**src/rtl/frame_streamer_pkg.sv**
```systemverilog
package frame_streamer_pkg;

  // byte offered by the control to the shift datapath
  typedef struct packed {
    logic       load;
    logic [7:0] data;
    logic       dcHigh;
    logic       winLast;
  } dpReq_t;

  // status strobes from the datapath back to the control
  typedef struct packed {
    logic holdFree;
    logic winEnd;
  } dpStat_t;

  typedef enum logic [1:0] {CT_IDLE, CT_HDR, CT_DATA, CT_FLUSH} ctrlState_t;
  typedef enum logic [1:0] {SH_IDLE, SH_SHIFT, SH_WAIT, SH_GAP} shState_t;

endpackage

```
**src/rtl/frame_streamer_dp.sv**
```systemverilog
module frame_streamer_dp
  import frame_streamer_pkg::*;
#(
  parameter int SCK_DIV = 2
) (
  input  logic    clk,
  input  logic    rstN,
  input  dpReq_t  req,
  output dpStat_t stat,
  output logic    sck,
  output logic    mosi,
  output logic    csN,
  output logic    dc
);
  localparam int DCW = (SCK_DIV > 1) ? $clog2(SCK_DIV) : 1;
  localparam int GAP = 2 * SCK_DIV;
  localparam int GW  = $clog2(GAP + 1);
  localparam logic [DCW-1:0] DIV_LAST = DCW'(SCK_DIV - 1);
  localparam logic [GW-1:0]  GAP_LAST = GW'(GAP - 1);

  shState_t       st;
  logic [DCW-1:0] divCnt;
  logic [GW-1:0]  gapCnt;
  logic [2:0]     bitCnt;
  logic [7:0]     shReg;
  logic           curLast;
  logic           holdValid, holdDc, holdLast;
  logic [7:0]     holdByte;
  logic           winEnd;

  assign mosi          = shReg[7];
  assign stat.holdFree = !holdValid;
  assign stat.winEnd   = winEnd;

  always_ff @(posedge clk) begin
    if (!rstN) begin
      st        <= SH_IDLE;
      divCnt    <= '0;
      gapCnt    <= '0;
      bitCnt    <= '0;
      shReg     <= '0;
      curLast   <= 1'b0;
      holdValid <= 1'b0;
      holdDc    <= 1'b0;
      holdLast  <= 1'b0;
      holdByte  <= '0;
      winEnd    <= 1'b0;
      sck       <= 1'b0;
      csN       <= 1'b1;
      dc        <= 1'b0;
    end else begin
      winEnd <= 1'b0;
      if (req.load) begin
        holdValid <= 1'b1;
        holdByte  <= req.data;
        holdDc    <= req.dcHigh;
        holdLast  <= req.winLast;
      end
      case (st)
        SH_IDLE: begin
          if (holdValid) begin
            csN       <= 1'b0;
            shReg     <= holdByte;
            dc        <= holdDc;
            curLast   <= holdLast;
            holdValid <= 1'b0;
            divCnt    <= '0;
            bitCnt    <= '0;
            st        <= SH_SHIFT;
          end
        end
        SH_SHIFT: begin
          if (divCnt == DIV_LAST) begin
            divCnt <= '0;
            if (!sck) begin
              sck <= 1'b1;
            end else begin
              sck <= 1'b0;
              if (bitCnt == 3'd7) begin
                if (curLast) begin
                  csN    <= 1'b1;
                  winEnd <= 1'b1;
                  gapCnt <= '0;
                  st     <= SH_GAP;
                end else if (holdValid) begin
                  shReg     <= holdByte;
                  dc        <= holdDc;
                  curLast   <= holdLast;
                  holdValid <= 1'b0;
                  bitCnt    <= '0;
                end else begin
                  st <= SH_WAIT;
                end
              end else begin
                bitCnt <= bitCnt + 3'd1;
                shReg  <= {shReg[6:0], 1'b0};
              end
            end
          end else begin
            divCnt <= divCnt + DCW'(1);
          end
        end
        SH_WAIT: begin
          if (holdValid) begin
            shReg     <= holdByte;
            dc        <= holdDc;
            curLast   <= holdLast;
            holdValid <= 1'b0;
            bitCnt    <= '0;
            divCnt    <= '0;
            st        <= SH_SHIFT;
          end
        end
        SH_GAP: begin
          if (gapCnt == GAP_LAST) st <= SH_IDLE;
          else gapCnt <= gapCnt + GW'(1);
        end
        default: st <= SH_IDLE;
      endcase
    end
  end

  AST_SCK_LOW_OUTSIDE: assert property (@(posedge clk) disable iff (!rstN)
    csN |-> !sck);
  AST_DATA_HELD_HIGH_SCK: assert property (@(posedge clk) disable iff (!rstN)
    (sck && $past(sck)) |-> ($stable(mosi) && $stable(dc)));
  AST_CS_MIN_HIGH: assert property (@(posedge clk) disable iff (!rstN)
    $rose(csN) |=> csN);

endmodule

```
**src/rtl/frame_streamer_ctrl.sv**
```systemverilog
module frame_streamer_ctrl
  import frame_streamer_pkg::*;
#(
  parameter int          WIDTH    = 256,
  parameter int          HEIGHT   = 64,
  parameter logic [7:0]  OP_COL   = 8'h15,
  parameter logic [7:0]  OP_ROW   = 8'h75,
  parameter logic [7:0]  OP_WRITE = 8'h5C,
  parameter int          NBYTES   = WIDTH * HEIGHT / 2,
  parameter int          AW       = $clog2(NBYTES)
) (
  input  logic          clk,
  input  logic          rstN,
  input  logic          frameStart,
  input  logic          pixDouble,
  input  logic [7:0]    xOffset,
  input  logic [7:0]    yOffset,
  input  logic          cmdStart,
  input  logic [7:0]    cmdOpcode,
  input  logic [1:0]    cmdParamCount,
  input  logic [7:0]    cmdParam0,
  input  logic [7:0]    cmdParam1,
  output logic          fbRdEn,
  output logic [AW-1:0] fbAddr,
  input  logic [7:0]    fbRdData,
  input  dpStat_t       stat,
  output dpReq_t        req,
  output logic          busy,
  output logic          done
);
  localparam logic [7:0]    SPAN_NORM = 8'((WIDTH - 1) / 4);
  localparam logic [7:0]    SPAN_DBL  = 8'((WIDTH - 1) / 2);
  localparam logic [7:0]    ROW_END   = 8'(HEIGHT - 1);
  localparam logic [AW-1:0] LAST_ADDR = AW'(NBYTES - 1);

  ctrlState_t    st;
  logic [2:0]    step;
  logic          isFrame, dbl;
  logic [7:0]    opc, par0, par1, xs, xe, ys;
  logic [1:0]    pcnt;
  logic [AW-1:0] rdAddr;
  logic          rdPend, rdLast, haveLow, lowLast;
  logic [3:0]    lowNib;
  logic [7:0]    hdrData;
  logic          hdrDc, hdrLast, hdrFinal;

  assign fbAddr = rdAddr;
  assign busy   = (st != CT_IDLE);

  // header byte for the current step
  always_comb begin
    hdrData = '0;
    hdrDc   = 1'b0;
    hdrLast = 1'b0;
    if (isFrame) begin
      case (step)
        3'd0: hdrData = OP_COL;
        3'd1: begin hdrData = xs; hdrDc = 1'b1; end
        3'd2: begin hdrData = xe; hdrDc = 1'b1; hdrLast = 1'b1; end
        3'd3: hdrData = OP_ROW;
        3'd4: begin hdrData = ys; hdrDc = 1'b1; end
        3'd5: begin hdrData = ROW_END; hdrDc = 1'b1; hdrLast = 1'b1; end
        default: begin hdrData = OP_WRITE; hdrLast = 1'b1; end
      endcase
    end else begin
      case (step)
        3'd0: begin hdrData = opc; hdrLast = (pcnt == 2'd0); end
        3'd1: begin hdrData = par0; hdrDc = 1'b1; hdrLast = (pcnt == 2'd1); end
        default: begin hdrData = par1; hdrDc = 1'b1; hdrLast = 1'b1; end
      endcase
    end
    hdrFinal = isFrame ? (step == 3'd6) : (step == {1'b0, pcnt});
  end

  always_comb begin
    req    = '0;
    fbRdEn = 1'b0;
    case (st)
      CT_HDR: begin
        if (stat.holdFree) begin
          req.load    = 1'b1;
          req.data    = hdrData;
          req.dcHigh  = hdrDc;
          req.winLast = hdrLast;
        end
      end
      CT_DATA: begin
        if (rdPend) begin
          req.load    = 1'b1;
          req.data    = dbl ? {2{fbRdData[7:4]}} : fbRdData;
          req.dcHigh  = 1'b1;
          req.winLast = !dbl && rdLast;
        end else if (haveLow) begin
          if (stat.holdFree) begin
            req.load    = 1'b1;
            req.data    = {2{lowNib}};
            req.dcHigh  = 1'b1;
            req.winLast = lowLast;
          end
        end else if (stat.holdFree) begin
          fbRdEn = 1'b1;
        end
      end
      default: ;
    endcase
  end

  always_ff @(posedge clk) begin
    if (!rstN) begin
      st      <= CT_IDLE;
      step    <= '0;
      isFrame <= 1'b0;
      dbl     <= 1'b0;
      opc     <= '0;
      par0    <= '0;
      par1    <= '0;
      pcnt    <= '0;
      xs      <= '0;
      xe      <= '0;
      ys      <= '0;
      rdAddr  <= '0;
      rdPend  <= 1'b0;
      rdLast  <= 1'b0;
      haveLow <= 1'b0;
      lowLast <= 1'b0;
      lowNib  <= '0;
      done    <= 1'b0;
    end else begin
      done   <= 1'b0;
      rdPend <= 1'b0;
      case (st)
        CT_IDLE: begin
          if (frameStart) begin
            isFrame <= 1'b1;
            dbl     <= pixDouble;
            xs      <= xOffset;
            xe      <= xOffset + (pixDouble ? SPAN_DBL : SPAN_NORM);
            ys      <= yOffset;
            step    <= '0;
            rdAddr  <= '0;
            haveLow <= 1'b0;
            st      <= CT_HDR;
          end else if (cmdStart) begin
            isFrame <= 1'b0;
            opc     <= cmdOpcode;
            par0    <= cmdParam0;
            par1    <= cmdParam1;
            pcnt    <= (cmdParamCount == 2'd3) ? 2'd2 : cmdParamCount;
            step    <= '0;
            st      <= CT_HDR;
          end
        end
        CT_HDR: begin
          if (stat.holdFree) begin
            step <= step + 3'd1;
            if (hdrFinal) st <= isFrame ? CT_DATA : CT_FLUSH;
          end
        end
        CT_DATA: begin
          if (rdPend) begin
            if (dbl) begin
              haveLow <= 1'b1;
              lowNib  <= fbRdData[3:0];
              lowLast <= rdLast;
            end else if (rdLast) begin
              st <= CT_FLUSH;
            end
          end else if (haveLow) begin
            if (stat.holdFree) begin
              haveLow <= 1'b0;
              if (lowLast) st <= CT_FLUSH;
            end
          end else if (stat.holdFree) begin
            rdPend <= 1'b1;
            rdLast <= (rdAddr == LAST_ADDR);
            rdAddr <= rdAddr + AW'(1);
          end
        end
        CT_FLUSH: begin
          if (stat.winEnd && stat.holdFree) begin
            done <= 1'b1;
            st   <= CT_IDLE;
          end
        end
        default: st <= CT_IDLE;
      endcase
    end
  end

  AST_DONE_SINGLE: assert property (@(posedge clk) disable iff (!rstN)
    done |=> !done);
  AST_DONE_IDLE: assert property (@(posedge clk) disable iff (!rstN)
    done |-> !busy);
  AST_LOAD_INTO_FREE: assert property (@(posedge clk) disable iff (!rstN)
    req.load |-> stat.holdFree);
  AST_READ_SPACED: assert property (@(posedge clk) disable iff (!rstN)
    fbRdEn |=> !fbRdEn);

endmodule

```
**src/rtl/spi_frame_streamer.sv**
```systemverilog
module spi_frame_streamer
  import frame_streamer_pkg::*;
#(
  parameter int         WIDTH    = 256,
  parameter int         HEIGHT   = 64,
  parameter int         SCK_DIV  = 2,
  parameter logic [7:0] OP_COL   = 8'h15,
  parameter logic [7:0] OP_ROW   = 8'h75,
  parameter logic [7:0] OP_WRITE = 8'h5C,
  localparam int        NBYTES   = WIDTH * HEIGHT / 2,
  localparam int        AW       = $clog2(NBYTES)
) (
  input  logic          clk,
  input  logic          rstN,
  input  logic          frameStart,
  input  logic          pixDouble,
  input  logic [7:0]    xOffset,
  input  logic [7:0]    yOffset,
  input  logic          cmdStart,
  input  logic [7:0]    cmdOpcode,
  input  logic [1:0]    cmdParamCount,
  input  logic [7:0]    cmdParam0,
  input  logic [7:0]    cmdParam1,
  output logic          fbRdEn,
  output logic [AW-1:0] fbAddr,
  input  logic [7:0]    fbRdData,
  output logic          sck,
  output logic          mosi,
  output logic          csN,
  output logic          dc,
  output logic          busy,
  output logic          done
);
  dpReq_t  req;
  dpStat_t stat;

  frame_streamer_ctrl #(
    .WIDTH(WIDTH), .HEIGHT(HEIGHT), .OP_COL(OP_COL), .OP_ROW(OP_ROW),
    .OP_WRITE(OP_WRITE), .NBYTES(NBYTES), .AW(AW)
  ) uCtrl (
    .clk(clk), .rstN(rstN), .frameStart(frameStart), .pixDouble(pixDouble),
    .xOffset(xOffset), .yOffset(yOffset), .cmdStart(cmdStart),
    .cmdOpcode(cmdOpcode), .cmdParamCount(cmdParamCount),
    .cmdParam0(cmdParam0), .cmdParam1(cmdParam1), .fbRdEn(fbRdEn),
    .fbAddr(fbAddr), .fbRdData(fbRdData), .stat(stat), .req(req),
    .busy(busy), .done(done)
  );

  frame_streamer_dp #(.SCK_DIV(SCK_DIV)) uDp (
    .clk(clk), .rstN(rstN), .req(req), .stat(stat),
    .sck(sck), .mosi(mosi), .csN(csN), .dc(dc)
  );

endmodule

```
**config.mk**
```make
export PLATFORM = sky130hd
export DESIGN_NAME = spi_frame_streamer
export DESIGN_NICKNAME = d
export VERILOG_FILES = /design/src/rtl/frame_streamer_pkg.sv /design/src/rtl/frame_streamer_dp.sv /design/src/rtl/frame_streamer_ctrl.sv /design/src/rtl/spi_frame_streamer.sv
export SDC_FILE = /design/constraint.sdc
export NUM_CORES = 1
export LEC_CHECK = 0
export CAP_MARGIN = 20
export CORE_AREA = 2 2 134 84
export CTS_BUF_LIST = sky130_fd_sc_hd__clkbuf_2 sky130_fd_sc_hd__clkbuf_4 sky130_fd_sc_hd__clkbuf_8
export CTS_CLUSTER_SIZE = 28
export DETAILED_ROUTE_END_ITERATION = 7
export DIE_AREA = 0 0 136 86
export MAX_ROUTING_LAYER = met4
export PLACE_DENSITY_LB_ADDON = 0.05
export SETUP_SLACK_MARGIN = 0.02
export SYNTH_ARGS = -nofsm -noshare
export SYNTH_HDL_FRONTEND = slang
export SYNTH_SLANG_ARGS = --single-unit
```
**constraint.sdc**
```tcl
create_clock -name clk -period 4.6 [get_ports clk]
set_input_delay 0.92 -clock clk [delete_from_list [all_inputs] [get_ports clk]]
set_output_delay 0.92 -clock clk [all_outputs]
set_load 0.1 [all_outputs]
```
## After elaboration in Yosys (flattened, before gate mapping)

Index checks and enable logic that the tools add are counted.

| operators by class | value |
|---|---|
| reduce and logical (&&, ||, !) cells | 37 |
| add/sub/neg operators | 6 |
| multiplexer cells | 109 |
| bitwise gates (word level) | 4 |
| eq/ne operators | 43 |

Operators with widths:

| operator | number |
|---|---|
| 2-to-1 mux 13 bit | 4 |
| 2-to-1 mux 8 bit | 6 |
| case mux 8 bit (6 select lines) | 1 |
| 2-to-1 mux 1 bit | 44 |
| 2-to-1 mux 11 bit | 4 |
| 2-to-1 mux 3 bit | 13 |
| 2-to-1 mux 2 bit | 19 |
| case mux 8 bit (2 select lines) | 2 |
| case mux 13 bit (2 select lines) | 1 |
| case mux 11 bit (2 select lines) | 1 |
| AND reduction 5 bit | 4 |
| != test 2 x 1 -> 1 bit (second input constant) | 9 |
| case mux 3 bit (2 select lines) | 3 |
| AND reduction 6 bit | 3 |
| != test 3 bit (second input constant) | 5 |
| != test 2 bit (second input constant) | 7 |
| case mux 1 bit (2 select lines) | 7 |
| nonzero test 2 bit | 7 |
| adder 13 x 1 -> 13 bit (second input constant) | 1 |
| == test 13 bit (second input constant) | 1 |
| == test 3 bit (second input constant) | 4 |
| AND reduction 3 bit | 4 |
| == test 2 bit (second input constant) | 5 |
| AND reduction 2 bit | 5 |
| 22 further kinds | 39 |

| word-level totals | value |
|---|---|
| input port bits | 55 |
| output and inout port bits | 20 |
| register bits | 112 |
| logic and storage cells | 231 |

## Depth between registers and ports, before layout

| depth | value |
|---|---|
| word-level depth | 13 |
| gate-level depth with buffers | 9 |
| depth with buffers taken out | 7 |

## Modules after synthesis

From an unflattened synthesis, not the netlist that was laid out.

| unflattened totals | value |
|---|---|
| cells, all modules | 687 |
| area total of the unflattened synthesis | 5688.0 um^2 |

Modules (own cells, without submodules):

| module | times used | area each (um^2) | cells an instance | seq. area each (um^2) |
|---|---|---|---|---|
| frame_streamer_ctrl | 1 | 4175.3 | 523 | 1581.5 |
| frame_streamer_dp | 1 | 1512.7 | 164 | 660.6 |

## Worst setup path before layout

Ideal clock, no wire load.

| timing | value |
|---|---|
| kind | register -> output |
| start point | register uCtrl.st[0] |
| end point | output fbRdEn |
| arrival | 3963 ps |
| buffers on the path | 1 |
| data required time | 3680 ps |
| path slack | -283 ps |
| stages on the path, launching flop included | 5 |
| cells stage by stage | dfxtp_1 inv_1 ha_1 buf_6 nor4b_1 |

| on the way | value |
|---|---|
| longest elaborated chain between the ends | 2 |

RTL lines:

| item | line | source |
|---|---|---|
| from (decl) | frame_streamer_ctrl.sv:36 | `ctrlState_t st;` |
| from (signal assigned) | frame_streamer_ctrl.sv:156 | `if (hdrFinal) st <= isFrame ? CT_DATA : CT_FLUSH;` |
| == test 2 bit | frame_streamer_ctrl.sv:78 | `case (st)` |
| 2-to-1 mux 1 bit | n/a |  |
| to (decl) | spi_frame_streamer.sv:24 | `output logic fbRdEn,` |

No other way between the ends.

## Worst setup path after layout

| timing | value |
|---|---|
| start point | register uCtrl.st[1] |
| end point | output busy |

| on the way | value |
|---|---|
| longest elaborated chain between the ends | 1 |

RTL lines:

| item | line | source |
|---|---|---|
| nonzero test 2 bit | frame_streamer_ctrl.sv:48 | `assign busy = (st != CT_IDLE);` |
| to (decl) | spi_frame_streamer.sv:31 | `output logic busy,` |

No other way between the ends.

==> flow_summary.ini <==
[global_route]
grt_pass1_wl_mm = 23.0
grt_overflow = 0
antenna_found_initial = 0
grt_use_total = 0.256
grt_pass1_vias = 4559
grt_max_degree = 52

[sta]
tns_ns = 0
tightest_slew_ns = 0.970
fin_crit_ns = 3.40
relSlewSlack = 0.352
final_max_slew_viol_count = 0
setup_viol_count_final = 0
skew_ns = 0.0117
fmax_mhz = 294
post-route-period-util = 0.739
hold_viol = 0
rsz0062_at_grt = false

[logic_synthesis]
yosysTopAreaCellShare = 0.409
postSynthAreaPerCell_um2 = 7.90
yosys-top-cells-count = 135 x nand2_1, 112 x dfxtp_1, 84 x a21oi_1
yosysMostFrequentCell = nand2_1
yosys.area.top_type = dfxtp_1
synth-seq-area-share = 0.409
synth_adder_area_share = 0.0388
synth_ff_type = dfxtp_1
synth_edf_count = 0
synth_cell_types = 59
syn-cell-area_um2 = 5480
synth_warnings = 0
async_flop_share = 0
synth_top_family_by_area = compound AO/OA/AOI/OAI gates
synth_xor_area_frac = 0.0208
synth-simple-area-share = 0.227
synth.mux.area_fraction = 0.0297
postSynthCellCount = 694
ys_seq_elements = 112
synth_compound_area_frac = 0.228
synthTopCellsByArea = dfxtp_1 41%, nand2_1 9.2%, a21oi_1 7.7%
synth_nets = 766

[floorplanning]
die_area_um2 = 11700
start_util = 0.528
core_area_um2 = 10400
die_x_um = 136
io_pins = 75
die_y_um = 86
num_rows = 29

[worst_setup_path]
cp_max_fo = 8
slowest_stage = clkdlybuf4s50_1
crit_start = uCtrl.st[1]$_SDFFE_PN0P_
cp-end-kind = output port
arrival_ns = 2.48
crit_type = register to output port
cp.required_ns = 3.68
cpPeakStageDelay_ns = 1.15
start_kind = register
cp_common_cell = inv_1
crit_chain = inv_1 -> ha_1 -> inv_1 -> clkdlybuf4s50_1
ff2ff_setup_slack_ns = 1.77
r2r_cells = 7
r2r_end = uDp.holdByte[5]$_SDFFE_PN0P_
worstSetupEndpoint = busy
r2r-start = uCtrl.step[0]$_SDFFE_PN0P_

[drt]
antenna_left = 0
routed_wl_mm = 14.1
wl_per_cell_um = 16.0
num_vias = 5079
vias_per_cell = 5.77
drt_iter0_markers = 435
drc_errors = 0
drt_pass1_iterations = 5

[finish]
finish.utilization = 0.622
diodes = 0
drive_gt1_frac = 0.0486
layout.nets = 808
post-route-cell-area_um2 = 6450
synthToLayoutAreaGrowth_pct = 17.7

[place]
gp_congestion = 0.917
place_hpwl_mm = 10.0
place_area_um2 = 6210
io_buffers = 74

[run]
drv_cap = 0

[clock_tree]
cts.path.max_buffers = 2
cts_buffers = 9
post_cts_buffers = 0
clock-sinks = 112
cts_tree = yes
clkLatencyLatePin_ns = 0.38
clk_pin_slew_worst_paths_ns = 0.10
h-tree-depth = 3
cts_hold_repair.buffers = 0
post_cts_resized = 0
cts-root-buf = clkbuf_8

[power_and_ir_drop]
p_per_area_nw_per_um2 = 431
leakagePower_nw = 2.29
ir_drop_mv = 0.257

[run_status]
status = finished clean

[hold_path]
min_path_type = register to register
==> state kept, by name (all words and copies together), names as in the netlist, 3 cells and up <==
signal        cells
uCtrl.ys          8
uCtrl.par1        8
uCtrl.xe          8
uCtrl.opc         8
uCtrl.xs          8
uDp.gapCnt        3
uCtrl.lowNib      4
uDp.holdByte      8
uDp.bitCnt        3
uCtrl.fbAddr     13
uDp.shReg         8
uCtrl.par0        8
uCtrl.step        3
==> critical path: cells and delay by family (launching register included) <==
kind       cells  cell delay, ns
fa+ha+maj      1            0.29
flops          1            0.40
buf+inv        3            1.40
==> power by group <==
part	total [mW]	internal, mW	switching [mW]
Sequential	1.22	1.11	0.117
Clock	0.661	0.327	0.334
Combinational	0.895	0.316	0.579
==> per-stage QoR <==
step	cells	setup slack (ns)	hold WS, ns	total power [mW]
4_1_cts	878	1.21	0.462	2.78
6_report	880	1.20	0.459	2.78
5_1_grt	880	1.10	0.487	2.93
3_3_place_gp	862	1.66	0.442	2.10
2_1_floorplan	694	1.20	0.432	1.89
3_5_place_dp	862	1.57	0.446	2.12
==> cell families (layout without fill, tap and decap cells) <==
group | after synthesis | after routing
fa+ha+maj | 17 | 17
simple gates | 269 | 269
xor+xnor | 13 | 13
flops | 112 | 112
mux | 15 | 15
buf+inv | 62 | 109
compound gates | 206 | 206
==> worst min-delay path by stage <==
stage	from	to	slack (ns)	depth (start not counted)
floorplan	uCtrl.xe[6]$_SDFFE_PN0P_	uCtrl.xe[6]$_SDFFE_PN0P_	0.43	2
global placement	uDp.shReg[5]$_SDFFE_PN0P_	uDp.shReg[5]$_SDFFE_PN0P_	0.44	1
detailed placement	uCtrl.xe[6]$_SDFFE_PN0P_	uCtrl.xe[6]$_SDFFE_PN0P_	0.45	2
CTS	uCtrl.par0[5]$_SDFFE_PN0P_	uCtrl.par0[5]$_SDFFE_PN0P_	0.46	2
global route	uCtrl.par0[0]$_SDFFE_PN0P_	uCtrl.par0[0]$_SDFFE_PN0P_	0.49	2
finish	uCtrl.par0[5]$_SDFFE_PN0P_	uCtrl.par0[5]$_SDFFE_PN0P_	0.46	2
==> layout make-up <==
cell class	instances	area, um^2
multi-input combinational	520	2990
timing repair buffer	78	766
clock buffer	11	145
sequential	112	2240
fill	932	3930
inverter	15	56.3
clock inverter	5	80.1
tap	139	174
==> cell usage in the layout, fill, tap and decap left out, types with 5 or more instances in the layout <==
| master | n |
|---|---|
| clkbuf_8 | 10 |
| o21ai_0 | 44 |
| nand4_1 | 6 |
| clkdlybuf4s50_1 | 73 |
| nand2b_1 | 10 |
| nor2_1 | 42 |
| inv_1 | 14 |
| a31oi_1 | 11 |
| a21oi_1 | 84 |
| mux2_2 | 6 |
| nor2b_1 | 9 |
| or3_1 | 12 |
| o21a_1 | 8 |
| a211oi_1 | 7 |
| xor2_1 | 11 |
| and2_1 | 6 |
| dfxtp_1 | 112 |
| a221oi_1 | 5 |
| nor3_1 | 7 |
| nand3_1 | 18 |
| a22oi_1 | 11 |
| nand2_1 | 135 |
| ha_1 | 17 |
| nand3b_1 | 8 |
| a22o_1 | 8 |
| mux2i_1 | 8 |
==> routing by layer <==
| metal | share of wire | vias to the layer above | track usage | wire (um) |
|---|---|---|---|---|
| met5 | 0 | - | - | 0 |
| met4 | 0.0089 | 0 | 0.0559 | 125 |
| met3 | 0.064 | 13 | 0.0496 | 898 |
| met2 | 0.41 | 151 | 0.350 | 5820 |
| met1 | 0.51 | 2396 | 0.385 | 7230 |
| li1 | - | 2519 | - | - |
Note: power is estimated with default switching activity, not from simulation.
